## config.mk

```make
export PLATFORM = sky130hd
export DESIGN_NAME = hostreg_port
export DESIGN_NICKNAME = d
export VERILOG_FILES = /design/src/rtl/hostreg_pkg.sv /design/src/rtl/hostreg_edge.sv /design/src/rtl/hostreg_byteseq.sv /design/src/rtl/hostreg_port.sv
export SDC_FILE = /design/constraint.sdc
export NUM_CORES = 1
export LEC_CHECK = 0
export ABC_AREA = 0
export BUFFER_PORTS_ARGS = -buffer_cell sky130_fd_sc_hd__buf_2
export CAP_MARGIN = 20
export CORE_MARGIN = 5
export CORE_UTILIZATION = 45
export DETAILED_ROUTE_END_ITERATION = 10
export PLACE_DENSITY = 0.68
export SYNTH_ARGS = -nofsm -noshare
export SYNTH_HDL_FRONTEND = slang
export SYNTH_SLANG_ARGS = --single-unit
```

## constraint.sdc

```tcl
create_clock -name clk -period 2.9 [get_ports clk]
set_input_delay 0.29 -clock clk [delete_from_list [all_inputs] [get_ports clk]]
set_output_delay 0.29 -clock clk [all_outputs]
set_load 0.02 [all_outputs]
```

## src/rtl/hostreg_pkg.sv

```systemverilog
package hostreg_pkg;
  typedef enum logic [1:0] {
    A_INDEX = 2'd0,
    A_IDATA = 2'd1,
    A_STAT  = 2'd2,
    A_PIO   = 2'd3
  } addr_e;

  // byte slots: 0 left-lower, 1 left-upper, 2 right-lower, 3 right-upper
  function automatic logic [1:0] first_slot(input logic wide);
    return wide ? 2'd0 : 2'd1;
  endfunction

  function automatic logic [1:0] last_slot(input logic stereo);
    return stereo ? 2'd3 : 2'd1;
  endfunction

  function automatic logic [1:0] next_slot(input logic [1:0] p, input logic wide);
    case (p)
      2'd0:    return 2'd1;
      2'd1:    return wide ? 2'd2 : 2'd3;
      default: return 2'd3;
    endcase
  endfunction
endpackage

```

## src/rtl/hostreg_edge.sv

```systemverilog
module hostreg_edge #(
  parameter int N      = 2,
  parameter int STAGES = 2
) (
  input  logic         clk,
  input  logic         rst,
  input  logic [N-1:0] a_in,
  output logic [N-1:0] rise
);
  for (genvar i = 0; i < N; i++) begin : g_bit
    logic [STAGES:0] sh;
    always_ff @(posedge clk) begin
      if (rst) sh <= '0;
      else     sh <= {sh[STAGES-1:0], a_in[i]};
    end
    assign rise[i] = sh[STAGES-1] & ~sh[STAGES];


    single_pulse_chk: assert property (@(posedge clk) disable iff (rst)
      rise[i] |=> !rise[i]);
  end
endmodule

```

## src/rtl/hostreg_byteseq.sv

```systemverilog
module hostreg_byteseq
  import hostreg_pkg::*;
#(
  parameter bit RESET_DONE = 1'b0
) (
  input  logic       clk,
  input  logic       rst,
  input  logic       restart,
  input  logic       advance,
  input  logic       stereo,
  input  logic       wide,
  output logic [1:0] ptr,
  output logic       done
);
  always_ff @(posedge clk) begin
    if (rst) begin
      ptr  <= 2'd1;
      done <= RESET_DONE;
    end else if (restart) begin
      ptr  <= first_slot(wide);
      done <= 1'b0;
    end else if (advance && !done) begin
      if (ptr == last_slot(stereo)) done <= 1'b1;
      else                          ptr  <= next_slot(ptr, wide);
    end
  end


  hold_last_chk: assert property (@(posedge clk) disable iff (rst)
    (done && !restart) |=> (done && $stable(ptr)));
endmodule

```

## src/rtl/hostreg_port.sv

```systemverilog
module hostreg_port
  import hostreg_pkg::*;
#(
  parameter int DW          = 8,
  parameter int IW          = 4,
  parameter int SW          = 16,
  parameter int SYNC_STAGES = 2
) (
  input  logic          clk,
  input  logic          rst,
  input  logic          init_busy,
  input  logic [1:0]    host_addr,
  input  logic [DW-1:0] host_wdata,
  input  logic          host_wr,
  input  logic          host_rd,
  output logic [DW-1:0] host_rdata,
  input  logic          dma_underflow,
  output logic          play_req,
  output logic          cap_req,
  output logic          cnt_dec_ok,
  input  logic          cap_valid,
  input  logic [SW-1:0] cap_left,
  input  logic [SW-1:0] cap_right,
  input  logic          play_take,
  output logic [SW-1:0] play_left,
  output logic [SW-1:0] play_right
);
  localparam int NREG = 1 << IW;
  localparam logic [IW-1:0] FMT_IDX  = IW'(8);
  localparam logic [IW-1:0] XFER_IDX = IW'(9);
  localparam logic [DW-1:0] BUSY_BYTE = DW'(1) << (DW - 1);

  logic [1:0] rise;
  hostreg_edge #(.N(2), .STAGES(SYNC_STAGES)) u_edge (
    .clk(clk), .rst(rst), .a_in({host_rd, host_wr}), .rise(rise));

  logic wr_act, rd_act;
  assign wr_act = rise[0];
  assign rd_act = rise[1];

  logic wr_idx, wr_data, wr_stat, wr_pio, rd_pio_adv;
  assign wr_idx     = wr_act && host_addr == A_INDEX && !init_busy;
  assign wr_data    = wr_act && host_addr == A_IDATA && !init_busy;
  assign wr_stat    = wr_act && host_addr == A_STAT;
  assign wr_pio     = wr_act && host_addr == A_PIO   && !init_busy;
  assign rd_pio_adv = rd_act && host_addr == A_PIO   && !init_busy;

  logic unused_wbits;
  assign unused_wbits = ^{host_wdata[DW-1], host_wdata[4]};

  logic [IW-1:0] idx_q;
  logic trd_q, mce_q, int_q, sour_q;
  logic fmt_stereo, fmt_wide, play_en, cap_en;
  logic [DW-1:0] ram [NREG];
  logic [DW-1:0] ram_q;
  logic [SW-1:0] cap_l, cap_r;
  logic [DW-1:0] pbuf [4];

  logic [1:0] cptr, pptr;
  logic cap_done, play_done;

  hostreg_byteseq #(.RESET_DONE(1'b1)) u_capseq (
    .clk(clk), .rst(rst), .restart(cap_valid), .advance(rd_pio_adv),
    .stereo(fmt_stereo), .wide(fmt_wide), .ptr(cptr), .done(cap_done));

  hostreg_byteseq #(.RESET_DONE(1'b0)) u_playseq (
    .clk(clk), .rst(rst), .restart(play_take), .advance(wr_pio),
    .stereo(fmt_stereo), .wide(fmt_wide), .ptr(pptr), .done(play_done));

  // indirect register file, block-RAM style
  always_ff @(posedge clk) begin
    if (wr_data) ram[idx_q] <= host_wdata;
    ram_q <= ram[idx_q];
  end

  logic [DW-1:0] status, idx_view, data_view, cap_byte;
  assign status = {cptr[0], ~cptr[1], ~cap_done, sour_q,
                   pptr[0], ~pptr[1], play_done, int_q};
  assign idx_view = {init_busy, mce_q, trd_q, 1'b0, {(4-IW){1'b0}}, idx_q};

  always_comb begin
    if (idx_q == FMT_IDX)       data_view = {{(DW-2){1'b0}}, fmt_wide, fmt_stereo};
    else if (idx_q == XFER_IDX) data_view = {{(DW-2){1'b0}}, cap_en, play_en};
    else                        data_view = ram_q;
  end

  always_comb begin
    case (cptr)
      2'd0:    cap_byte = cap_l[DW-1:0];
      2'd1:    cap_byte = cap_l[SW-1:DW];
      2'd2:    cap_byte = cap_r[DW-1:0];
      default: cap_byte = cap_r[SW-1:DW];
    endcase
  end

  logic [SW-1:0] word_l, word_r;
  assign word_l = {pbuf[1], fmt_wide ? pbuf[0] : {DW{1'b0}}};
  assign word_r = fmt_stereo ? {pbuf[3], fmt_wide ? pbuf[2] : {DW{1'b0}}} : word_l;

  logic gate;
  assign gate = trd_q & int_q;

  always_ff @(posedge clk) begin
    if (rst) begin
      idx_q      <= '0;
      trd_q      <= 1'b0;
      mce_q      <= 1'b1;
      int_q      <= 1'b0;
      sour_q     <= 1'b0;
      fmt_stereo <= 1'b0;
      fmt_wide   <= 1'b0;
      play_en    <= 1'b0;
      cap_en     <= 1'b0;
      cap_l      <= '0;
      cap_r      <= '0;
      play_left  <= '0;
      play_right <= '0;
      host_rdata <= '0;
      play_req   <= 1'b0;
      cap_req    <= 1'b0;
      cnt_dec_ok <= 1'b0;
      for (int i = 0; i < 4; i++) pbuf[i] <= '0;
    end else begin
      if (wr_idx) begin
        idx_q <= host_wdata[IW-1:0];
        trd_q <= host_wdata[5];
        mce_q <= host_wdata[6];
      end
      if (wr_data && idx_q == FMT_IDX) begin
        fmt_stereo <= host_wdata[0];
        fmt_wide   <= host_wdata[1];
      end
      if (wr_data && idx_q == XFER_IDX) begin
        play_en <= host_wdata[0];
        cap_en  <= host_wdata[1];
      end
      if (dma_underflow) int_q <= 1'b1;
      else if (wr_stat)  int_q <= 1'b0;

      if (cap_valid || play_take)
        sour_q <= (cap_valid & ~cap_done) | (play_take & ~play_done);

      if (cap_valid) begin
        cap_l <= cap_left;
        cap_r <= cap_right;
      end
      if (wr_pio && !play_done && !play_take) pbuf[pptr] <= host_wdata;
      if (play_take) begin
        play_left  <= play_done ? word_l : '0;
        play_right <= play_done ? word_r : '0;
      end

      if (rd_act) begin
        case (host_addr)
          A_INDEX: host_rdata <= init_busy ? BUSY_BYTE : idx_view;
          A_IDATA: host_rdata <= init_busy ? BUSY_BYTE : data_view;
          A_STAT:  host_rdata <= status;
          default: host_rdata <= init_busy ? BUSY_BYTE : cap_byte;
        endcase
      end

      play_req   <= play_en & ~play_done & ~gate;
      cap_req    <= cap_en & ~cap_done & ~gate;
      cnt_dec_ok <= ~gate;
    end
  end


  int_sticky_chk: assert property (@(posedge clk) disable iff (rst)
    (int_q && !wr_stat) |=> int_q);

  int_clear_chk: assert property (@(posedge clk) disable iff (rst)
    (wr_stat && !dma_underflow) |=> !int_q);

  req_gate_chk: assert property (@(posedge clk) disable iff (rst)
    (trd_q && int_q) |=> (!play_req && !cap_req && !cnt_dec_ok));

  init_read_chk: assert property (@(posedge clk) disable iff (rst)
    (init_busy && rd_act && host_addr != A_STAT) |=> host_rdata == BUSY_BYTE);

  init_idx_chk: assert property (@(posedge clk) disable iff (rst)
    init_busy |=> $stable(idx_q));

  underrun_zero_chk: assert property (@(posedge clk) disable iff (rst)
    (play_take && !play_done) |=> (play_left == '0 && play_right == '0));
endmodule

```

==> results by group, run 1 <==
Status
  • Outcome: finished clean

Min path
  • Worst hold start: cap_left[5]
  • Worst min-delay path class: in2reg

Worst setup path
  • WP depth: 4
  • Critical Path Sink: ram_q[7]$_DFF_P_
  • Slowest-stage cell, CP: dfxtp_2
  • Reg2reg end: ram_q[7]$_DFF_P_
  • Cells along the critical path: buf_12 > mux4_2 > a22oi_1 > nand2_1
  • CP startpoint: idx_q[0]$_SDFFE_PP0P_
  • Worst Reg-to-Reg Cells: 4
  • Nature of the critical path startpoint: flop
  • Critical path class: reg2reg
  • RR Startpoint: idx_q[0]$_SDFFE_PP0P_
  • Crit-path max cell delay: 780 ps
  • Kind of end point of the critical path: flop
  • Required @ worst endpoint: 3310 ps
  • R2r setup slk: 770 ps
  • Top cell family by delay on the critical path: flip-flops
  • Crit path DAT: 2540 ps
  • Worst-path maximum fanout: 23
  • CP bufs+invs: 1

Drt
  • DRT Pass-1 Iters: 5
  • Metal3 WL: 1130 um
  • WL met2: 11000 um
  • Routed wire per std cell: 19.8 um
  • Via count: 6175
  • WL met1: 10200 um
  • Total Wirelength: 22700 um
  • Routed vias/inst: 5.37
  • DRC viols: 0
  • Top sig layer: met4
  • Drt initial violations: 418
  • ANT nets after route: 0

Synthesis
  • Dominant cell type by area after synthesis: edfxtp_1
  • Seq/Total Area, Yosys: 0.667
  • Post-synth top area share: 0.461
  • Post-synth EDFFs: 160
  • Most common cell in the netlist: edfxtp_1
  • #FFs+latches synth: 267
  • YS warnings: 0
  • Top post-synthesis cells by count: edfxtp_1, dfxtp_1, nor2_1, mux2i_1, nand2_1
  • Cell Area, Synth: 10400 um2
  • Post-synthesis net count: 764
  • Synth cell types: 54
  • Ys async rst share: 0
  • Avg Cell Area, Syn: 14.6 um2
  • Top_reg_cell synth: edfxtp_1
  • Dominant cells by area after synthesis: edfxtp_1, dfxtp_1, mux4_2
  • Synthesized netlist cell count: 714

Finish
  • # fillers: 1846
  • Area growth from synthesis to final layout: 18.6%
  • Nets: 891
  • Proportion of layout cells with a drive suffix above 1: 0.247
  • Final Instance Area: 12400 um2
  • Layout Utilization: 0.544
  • Post-Layout Cell Count: 1149

STA
  • Crit path time final: 2130 ps
  • RSZ-0062 raised after global routing: no
  • Fin. max-slew vios: 0
  • Rel. slew slack: 0.291
  • Final TNS setup: 0 ps
  • Max frequency: 0.469 GHz
  • Hold Fails Final Rpt: 0
  • Worst-Margin Slew: 1060 ps
  • Final worst path period share: 0.735
  • Endpoints failing setup: 0
  • Clk_skew: 8.82 ps
  • Final setup margin: 768 ps

Global route
  • Antenna violations before repair: 0
  • Vias in the first global route: 6280
  • Grt ovf: 0
  • Global-route wire length before repair: 35600 um
  • Pin count of the biggest net entering global routing: 44
  • GRT Total Usage: 0.171

CTS
  • # H-tree levels: 1
  • Num CTS Buffers: 28
  • Clock transition at the registers of the reported paths: 60 ps
  • Clk sink count: 267
  • CTS tree: yes
  • Longest Clk Path Bufs: 3
  • Root Driver: clkbuf_16
  • Post-CTS setup buffer count: 0
  • Worst-skew pair later-pin latency: 530 ps

Placement
  • Post-Place Setup Slack: 562 ps
  • I/O Buffers: 92
  • Placed Cells: 1066
  • DP HPWL: 14900 um
  • Post-DP Area: 11200 um2
  • Gp weighted congestion: 0.838

Power and ir drop
  • P_sw: 1590 uW
  • Switching share of power: 0.204
  • Worst IR drop on VDD: 0.553 mV
  • Pwr/cell area: 632 nW/um2
  • Gate power share: 0.039
  • Register share of total power: 0.525
  • LEAKAGE: 0.00461 uW
  • Clock power frac: 0.436
  • P_int: 6220 uW

Die
  • Initial Utilization: 0.459
  • Die Span Y: 162 um
  • Num rows: 55
  • Core area: 22700 um2
  • Die Wd: 162 um
  • Top Ports: 93
  • Die Footprint: 26300 um2

Run
  • Max Cap Viol: 0
==> through the flow <==
| step | power [uW] | hold slack (ps) |
|---|---|---|
| after floorplan | 4330 | 389 |
| after global placement | 4450 | 420 |
| after detailed placement | 4450 | 427 |
| after CTS | 7900 | 0.558 |
| after global routing | 8110 | 23.3 |
| final | 7810 | 13.5 |
==> flip-flops by register name (all words and copies together), names as in the netlist, 2 cells and up <==
| name | count |
|---|---|
| u_edge.g_bit.sh | 6 |
| host_rdata | 8 |
| u_playseq.ptr | 2 |
| cap_l | 16 |
| play_left | 16 |
| ram_q | 8 |
| ram | 128 |
| idx_q | 4 |
| play_right | 16 |
| cap_r | 16 |
| pbuf | 32 |
| u_capseq.ptr | 2 |
==> cell usage in the layout (no fill, tap or decap), types with 19 or more instances in the layout <==
cell type      instances
buf_4                 19
edfxtp_1             160
nand2_1               44
buf_2                 92
and2_1                27
mux2i_1               49
dfxtp_1              106
clkbuf_16             29
mux4_2                40
nor2_1                70
a22oi_1               24
dlygate4sd3_1         30
==> worst min-delay path: stages <==
cell and delay [ps]:
buf_2 80, mux2i_1 60, nor2_1 70
==> cell type report <==
cell class	instances	area, um2	share of cell area
Tap cell	285	357	0.0289
Clock inverter	17	134	0.0108
Inverter	4	15.0	0.00121
Antenna cell	1	2.50	0.000202
Timing Repair Buffer	142	923	0.0747
Sequential cell	267	6950	0.562
Clock buffer	35	758	0.0613
Multi-Input combinational cell	398	3220	0.261
==> power by group through the flow <==
stage | sequential (uW) | combinational (uW) | clock (uW)
2_1_floorplan | 4180 | 149 | 0
3_5_place_dp | 4180 | 271 | 0
6_report | 4100 | 302 | 3410
4_1_cts | 4100 | 303 | 3490
3_3_place_gp | 4180 | 266 | 0
5_1_grt | 4110 | 331 | 3670
==> metal layers <==
layer / track usage / up-vias
met4: 0.0381 / 0
li1: - / 2937
met1: 0.243 / 3051
met3: 0.0282 / 37
met2: 0.280 / 150
met5: 0 / -
==> cells by family (layout without fill, tap and decap cells) <==
family | count (synthesis) | after routing | share of synthesized area
AO/OA/AOI/OAI | 89 | 89 | 0.0632
XOR/XNOR | 2 | 2 | 0.00168
buffers and inverters | 49 | 198 | 0.0240
flip-flops | 267 | 267 | 0.667
multiplexers | 91 | 91 | 0.136
other | 0 | 1 | 0
AND/OR/NAND/NOR | 216 | 216 | 0.109
==> how the worst min path moves through the flow <==
stage | cells past startpoint | endpoint | slack (ps)
global placement | 2 | play_right[1]$_SDFFE_PP0P_ | 420
finish | 3 | cap_l[5]$_SDFFE_PP0P_ | 10
floorplan | 0 | ram[0][0]$_DFFE_PP_ | 390
detailed placement | 2 | play_right[1]$_SDFFE_PP0P_ | 430
CTS | 3 | cap_r[5]$_SDFFE_PP0P_ | 0.6
global route | 3 | cap_l[0]$_SDFFE_PP0P_ | 20
==> repair_timing <==
item,CTS,global route
hold buffers,30,0
endpoints found under the hold margin,30,0
gates resized for setup,0,0
setup endpoints to repair,0,0
(Power assumes the default switching activity.)
==> inputs of run 2 (changes only) <==
ABC_AREA = 1   (was 0)
clock period = 2.05 ns   (was 2.9 ns; I/O delays follow)
==> run 2 against run 1 <==
  * Sequential share of layout area fell by 0.93 points
  * Cell count rose by 24%
  * Count of clock-buffer cells in the layout fell by 4
  * Worst setup slack got worse by 520 ps
==> results by group, run 2 <==
Status
  • Outcome: finished clean (unchanged)

Die
  • Top Ports: 93 (unchanged)
  • Initial Utilization: 0.458 (was 0.459)
  • Die Footprint: 26200 um2 (was 26300 um2)
  • Die Wd: 162 um (about the same)
  • Die Span Y: 162 um (about the same)
  • Num rows: 55 (unchanged)
  • Core area: 22600 um2 (was 22700 um2)

Finish
  • Largest register FFs: 128 (unchanged)
  • Most frequent cells in the layout: edfxtp_1, nand2_1, nor2_1 (was edfxtp_1, dfxtp_1, buf_2)
  • Area growth from synthesis to final layout: 21.3% (was 18.6%)
  • FF/Latch Area: 6950 um2 (about the same)
  • Proportion of layout cells with a drive suffix above 1: 0.178 (was 0.247)
  • Nets: 1164 (was 891)
  • Top Registers: ram x128, pbuf x32 (unchanged)
  • Largest register by flop count: ram (unchanged)
  • Leading cell type in the layout, fill and taps excluded: edfxtp_1 (unchanged)
  • # fillers: 1899 (was 1846)
  • Area of the multi-input gates: 2980 um2 (was 3220 um2)

Drt
  • Routed vias/inst: 5.43 (was 5.37)
  • Drt initial violations: 781 (was 418)
  • Via count: 7727 (was 6175)
  • DRC viols: 0 (unchanged)
  • DRT Pass-1 Iters: 5 (unchanged)
  • Total Wirelength: 26000 um (was 22700 um)
  • ANT nets after route: 0 (unchanged)
  • Routed wire per std cell: 18.3 um (was 19.8 um)

STA
  • Rel. slew slack: 0.585 (was 0.291)
  • Fin. max-slew vios: 0 (unchanged)
  • Max frequency: 0.556 GHz (was 0.469 GHz)
  • RSZ-0062 raised after global routing: no (unchanged)
  • Fin Hold WS: 38.5 ps (was 13.5 ps)
  • Crit path time final: 1800 ps (was 2130 ps)
  • Endpoints failing setup: 0 (unchanged)
  • Final worst path period share: 0.878 (was 0.735)
  • Final TNS setup: 0 ps (unchanged)
  • Hold Fails Final Rpt: 0 (unchanged)
  • Clk_skew: 32.0 ps (was 8.82 ps)
  • Worst-Margin Slew: 622 ps (was 1060 ps)

CTS
  • Root Driver: clkbuf_16 (unchanged)
  • # H-tree levels: 1 (unchanged)
  • Worst-skew pair later-pin latency: 540 ps (was 530 ps)
  • Longest Clk Path Bufs: 3 (unchanged)
  • CTS tree: yes (unchanged)
  • Num CTS Buffers: 27 (was 28)
  • Cts repair resizes: 0 (unchanged)
  • Post-CTS setup buffer count: 0 (unchanged)
  • Clk sink count: 267 (unchanged)
  • Clock transition at the registers of the reported paths: 70 ps (was 60 ps)

Worst setup path
  • Kind of end point of the critical path: flop (unchanged)
  • RR Startpoint: u_edge.g_bit[0].sh[1]$_SDFF_PP0_ (was idx_q[0]$_SDFFE_PP0P_)
  • Critical path class: reg2reg (unchanged)
  • Worst Reg-to-Reg Cells: 8 (was 4)
  • Required @ worst endpoint: 2290 ps (was 3310 ps)
  • R2r setup slk: 250 ps (was 770 ps)
  • Critical Path Sink: ram[0][2]$_DFFE_PP_ (was ram_q[7]$_DFF_P_)
  • Worst-path maximum fanout: 8 (was 23)
  • Crit path DAT: 2040 ps (was 2540 ps)
  • Nature of the critical path startpoint: flop (unchanged)
  • Reg2reg end: ram[0][2]$_DFFE_PP_ (was ram_q[7]$_DFF_P_)
  • CP startpoint: u_edge.g_bit[0].sh[1]$_SDFF_PP0_ (was idx_q[0]$_SDFFE_PP0P_)

Synthesis
  • Cell Area, Synth: 10400 um2 (about the same)
  • Ys async rst share: 0 (unchanged)
  • Post-synth EDFFs: 160 (unchanged)
  • Top post-synthesis cells by count: edfxtp_1, nand2_1, nor2_1, dfxtp_1, o21ai_0 (was edfxtp_1, dfxtp_1, nor2_1, mux2i_1, nand2_1)
  • Avg Cell Area, Syn: 10.7 um2 (was 14.6 um2)
  • Most common cell in the netlist: edfxtp_1 (unchanged)
  • Seq/Total Area, Yosys: 0.671 (was 0.667)
  • Top_reg_cell synth: edfxtp_1 (unchanged)
  • Post-synth top area share: 0.464 (was 0.461)
  • #FFs+latches synth: 267 (unchanged)
  • Synthesized netlist cell count: 964 (was 714)
  • Dominant cell type by area after synthesis: edfxtp_1 (unchanged)
  • Synth cell types: 34 (was 54)
  • Post-synthesis net count: 1014 (was 764)
  • YS warnings: 0 (unchanged)
  • Dominant cells by area after synthesis: edfxtp_1, dfxtp_1, nand2_1 (was edfxtp_1, dfxtp_1, mux4_2)

Run
  • Max Cap Viol: 0 (unchanged)

Global route
  • Pin count of the biggest net entering global routing: 40 (was 44)
  • Vias in the first global route: 7436 (was 6280)
  • GRT Total Usage: 0.194 (was 0.171)
  • Global-route wire length before repair: 40600 um (was 35600 um)
  • Grt ovf: 0 (unchanged)
  • Antenna violations before repair: 1 (was 0)

Placement
  • I/O Buffers: 92 (unchanged)
  • Gp weighted congestion: 0.921 (was 0.838)
  • DP HPWL: 17300 um (was 14900 um)

Min path
  • Worst min-delay path class: in2reg (unchanged)

Power and ir drop
  • Pwr/cell area: 911 nW/um2 (was 632 nW/um2)
  • LEAKAGE: 0.00500 uW (was 0.00461 uW)
  • Worst IR drop on VDD: 0.728 mV (was 0.553 mV)
[run 2: cell types whose count changed after synthesis, moves of 21 or more]
cell     previous run  this run
a22oi_1            24        64
and2_1             27         0
inv_1               4        50
mux2i_1            49         8
mux4_2             40         0
nand2_1            44       157
nand3_1             4        41
nand4_1             2        23
nor2_1             70       147
o21ai_0             9        70
[run 2: where the power goes]
group / total [uW] / switching (uW) / internal [uW]
Sequential: 5820 / 49.4 / 5770
Combinational: 526 / 345 / 181
Clock: 5100 / 2010 / 3090
[run 2: cells by family after synthesis]
kind of cell | count (synthesis) | synth area share
AOI/OAI and AO/OA | 190 | 0.115
and+or+nand+nor | 392 | 0.165
buffers and inverters | 107 | 0.0418
muxes | 8 | 0.00773
DFF | 267 | 0.671
[run 2: worst min-delay path by stage]
stage | slack (ps) | to | startpoint | depth (start not counted)
2_1_floorplan | 300 | ram[0][0]$_DFFE_PP_ | host_wdata[0] | 0
3_3_place_gp | 430 | int_q$_SDFFE_PP0P_ | dma_underflow | 3
3_5_place_dp | 430 | u_edge.g_bit[1].sh[2]$_SDFF_PP0_ | u_edge.g_bit[1].sh[1]$_SDFF_PP0_ | 2
4_1_cts | 20 | host_rdata[5]$_SDFFE_PP0N_ | host_addr[0] | 4
5_1_grt | 70 | host_rdata[5]$_SDFFE_PP0N_ | host_addr[0] | 4
6_report | 40 | host_rdata[5]$_SDFFE_PP0N_ | host_addr[0] | 4
[run 2: critical path: stages, from the launching register on]
cell     delay, ps
dfxtp_1        310
inv_1           50
nor2_1         190
nand2_1        100
inv_1          100
nand2_1         70
buf_4          160
nor3_1         290
buf_4          250
[run 2: final cells by class]
class	count	area share
sequential	267	0.553
multi-input combinational	590	0.237
timing repair buffer	165	0.0872
clock buffer	31	0.0558
tap	285	0.0284
inverter	63	0.0197
clock inverter	19	0.0185
antenna	2	0.000398
[run 2: per-layer routing]
layer | global-route usage | vias up | wire length, um
met5 | 0 | - | 0
met4 | 0.0542 | 0 | 706
met3 | 0.0350 | 57 | 2210
met2 | 0.305 | 335 | 11800
met1 | 0.281 | 3638 | 11300
li1 | - | 3697 | -
[run 2: stage by stage]
step,area (um2),instances,setup WS (ps),utilization,total power [uW]
5_1_grt,12600,1421,3.90,0.555,11800
3_3_place_gp,11300,1335,301,0.498,6390
4_1_cts,12600,1420,246,0.555,11500
6_report,12600,1422,251,0.555,11400
3_5_place_dp,11300,1335,278,0.498,6390
2_1_floorplan,10400,964,123,-,6170
[run 2: repair_timing]
item / in CTS / in global routing
setup endpoints to repair: 0 / 0
hold endpoints to repair: 35 / 0
hold buffers: 35 / 0
==> inputs of run 3 (changes only) <==
CAP_MARGIN = default   (was 20)
CORE_UTILIZATION = 34   (was 45)
PLACE_DENSITY = 0.55   (was 0.68)
TNS_END_PERCENT = 1   (was default)
==> run 3 against run 2 <==
  * Flip-flop and latch count is the same
  * Global-route usage shrank 4.1 points
  * Utilization shrank 14 points
  * Worst setup slack gained 37 ps
  * Fmax grew 2.1%
  * Clock skew shrank 12 ps
  * Final area grew 1.4%
  * Cell count grew 8.2%
  * First-iteration DRC count shrank 30%
  * Sequential share of layout area shrank 0.74 points
  * Power shrank 0.36%
  * Critical path type unchanged
  * Critical endpoint is now ram[7][2]$_DFFE_PP_
==> results by group, run 3 (synthesis gave the netlist of run 2 again) <==
Finish
  • Most frequent cells in the layout: edfxtp_1, nand2_1, nor2_1 (unchanged)
  • Leading cell type in the layout, fill and taps excluded: edfxtp_1 (unchanged)
  • Largest register FFs: 128 (unchanged)
  • Diode count: 0 (was 2)
  • Final Instance Area: 12700 um2 (was 12600 um2)
  • Top Registers: ram x128, pbuf x32 (unchanged)
  • Area growth from synthesis to final layout: 22.9% (was 21.3%)
  • Nets: 1171 (was 1164)
  • Largest register by flop count: ram (unchanged)
  • Proportion of layout cells with a drive suffix above 1: 0.183 (was 0.178)
  • Post-Layout Cell Count: 1539 (was 1422)

CTS
  • Clock transition at the registers of the reported paths: 60 ps (was 70 ps)
  • Cts repair resizes: 0 (unchanged)
  • Post-CTS setup buffer count: 0 (unchanged)
  • Num CTS Buffers: 28 (was 27)
  • # H-tree levels: 1 (unchanged)
  • Root Driver: clkbuf_16 (unchanged)
  • Cts hold-fix bufs: 35 (unchanged)
  • CTS tree: yes (unchanged)
  • Longest Clk Path Bufs: 3 (unchanged)
  • Worst-skew pair later-pin latency: 540 ps (about the same)
  • Clk sink count: 267 (unchanged)

Placement
  • Gp weighted congestion: 0.872 (was 0.921)
  • Post-Place Setup Slack: 313 ps (was 278 ps)
  • Post-DP Area: 11500 um2 (was 11300 um2)
  • I/O Buffers: 92 (unchanged)
  • DP HPWL: 18100 um (was 17300 um)
  • Placed Cells: 1452 (was 1335)

Worst setup path
  • RR Startpoint: u_edge.g_bit[0].sh[1]$_SDFF_PP0_ (unchanged)
  • Cells along the critical path: inv_1 > nor2_1 > nand2_1 > inv_1 > nand2_1 > inv_1 > nand2_1 > nor3_1 > buf_4 (was inv_1 > nor2_1 > nand2_1 > inv_1 > nand2_1 > buf_4 > nor3_1 > buf_4)
  • CP startpoint: u_edge.g_bit[0].sh[1]$_SDFF_PP0_ (unchanged)
  • Worst-path maximum fanout: 8 (unchanged)
  • CP bufs+invs: 4 (unchanged)
  • Crit path DAT: 1990 ps (was 2040 ps)
  • Nature of the critical path startpoint: flop (unchanged)
  • Kind of end point of the critical path: flop (unchanged)
  • Critical path class: reg2reg (unchanged)
  • Slowest-stage cell, CP: dfxtp_1 (unchanged)
  • Required @ worst endpoint: 2280 ps (was 2290 ps)
  • Top cell family by delay on the critical path: simple AND/OR/NAND/NOR gates (unchanged)
  • Crit-path max cell delay: 300 ps (was 310 ps)

STA
  • Final TNS setup: 0 ps (unchanged)
  • Clk_skew: 20.5 ps (was 32.0 ps)
  • Worst-Margin Slew: 742 ps (was 622 ps)
  • Rel. slew slack: 0.505 (was 0.585)
  • Hold Fails Final Rpt: 0 (unchanged)
  • Final setup margin: 288 ps (was 251 ps)
  • Crit path time final: 1760 ps (was 1800 ps)
  • RSZ-0062 raised after global routing: no (unchanged)
  • Fin Hold WS: 55.3 ps (was 38.5 ps)
  • Max frequency: 0.568 GHz (was 0.556 GHz)
  • Final worst path period share: 0.860 (was 0.878)
  • Endpoints failing setup: 0 (unchanged)
  • Fin. max-slew vios: 0 (unchanged)

Power and ir drop
  • Pwr/cell area: 895 nW/um2 (was 911 nW/um2)
  • Clock power frac: 0.444 (was 0.446)
  • Switching share of power: 0.215 (was 0.210)
  • LEAKAGE: 0.00504 uW (was 0.00500 uW)
  • Gate power share: 0.046 (about the same)
  • Worst IR drop on VDD: 0.578 mV (was 0.728 mV)
  • P_sw: 2450 uW (was 2410 uW)
  • Register share of total power: 0.510 (was 0.508)
  • P_int: 8950 uW (was 9040 uW)

Die
  • Die Span Y: 185 um (was 162 um)
  • Initial Utilization: 0.341 (was 0.458)
  • Die Wd: 185 um (was 162 um)
  • Core area: 30300 um2 (was 22600 um2)
  • Die Footprint: 34100 um2 (was 26200 um2)
  • Top Ports: 93 (unchanged)
  • Num rows: 64 (was 55)

Global route
  • GRT Total Usage: 0.154 (was 0.194)
  • Pin count of the biggest net entering global routing: 41 (was 40)
  • Antenna violations before repair: 0 (was 1)
  • Global-route wire length before repair: 41900 um (was 40600 um)
  • Grt ovf: 0 (unchanged)
  • Vias in the first global route: 7635 (was 7436)

Drt
  • Routed wire per std cell: 17.3 um (was 18.3 um)
  • Via count: 7541 (was 7727)
  • Total Wirelength: 26600 um (was 26000 um)
  • DRT Pass-1 Iters: 5 (unchanged)
  • ANT nets after route: 0 (unchanged)
  • DRC viols: 0 (unchanged)
  • Drt initial violations: 548 (was 781)
  • Routed vias/inst: 4.90 (was 5.43)

Status
  • Outcome: finished clean (unchanged)

Run
  • Max Cap Viol: 0 (unchanged)

Min path
  • Worst hold start: host_addr[0] (unchanged)
  • Worst min-delay path class: in2reg (unchanged)
[run 3: cell types whose count changed in the layout (fill, tap and decap cells not counted), sizes merged]
cell | before | now
clkinv | 16 | 19
buf | 130 | 136
clkinvlp | 3 | 1
clkbuf | 31 | 34
bufinv | 5 | 3
diode | 2 | 0
[run 3: power groups by stage]
stage,Combinational (uW),Sequential [uW],Clock (uW)
2_1_floorplan,240,5930,0
3_3_place_gp,470,5930,0
3_5_place_dp,474,5930,0
4_1_cts,527,5820,5180
5_1_grt,580,5830,5400
6_report,523,5820,5060
[run 3: worst reg2reg max path, stage by stage (launching register included)]
cell,delay [ps]
dfxtp_1,300
inv_1,50
nor2_1,190
nand2_1,100
inv_1,100
nand2_1,110
inv_1,140
nand2_1,120
nor3_1,150
buf_4,200
[run 3: routing by layer]
layer / GRT usage / vias to the layer above / part of all wire
met5: 0 / - / 0
met3: 0.0207 / 41 / 0.046
met2: 0.260 / 175 / 0.48
met1: 0.210 / 3619 / 0.45
li1: - / 3706 / -
met4: 0.0376 / 0 / 0.019
[run 3: path summary, 6_finish.rpt]
check        slack (ps)  cells past startpoint                               end
max                 290                      9               ram[7][2]$_DFFE_PP_
min reg2reg         400                      2  u_edge.g_bit[1].sh[1]$_SDFF_PP0_
max reg2reg         290                      9               ram[7][2]$_DFFE_PP_
min                  60                      4        host_rdata[3]$_SDFFE_PP0N_
[run 3: area by class of cell]
class	instances	area [um2]
clock buffer	34	754
clock inverter	18	171
fill	2855	17600
inverter	63	248
multi-input combinational	590	2980
sequential	267	6950
tap	396	495
timing repair buffer	171	1140
[run 3: metrics by stage]
| step | util | total power [uW] |
|---|---|---|
| after global routing | 0.420 | 11800 |
| after floorplan | - | 6170 |
| final | 0.420 | 11400 |
| after global placement | 0.378 | 6410 |
| after detailed placement | 0.378 | 6410 |
| after CTS | 0.420 | 11500 |
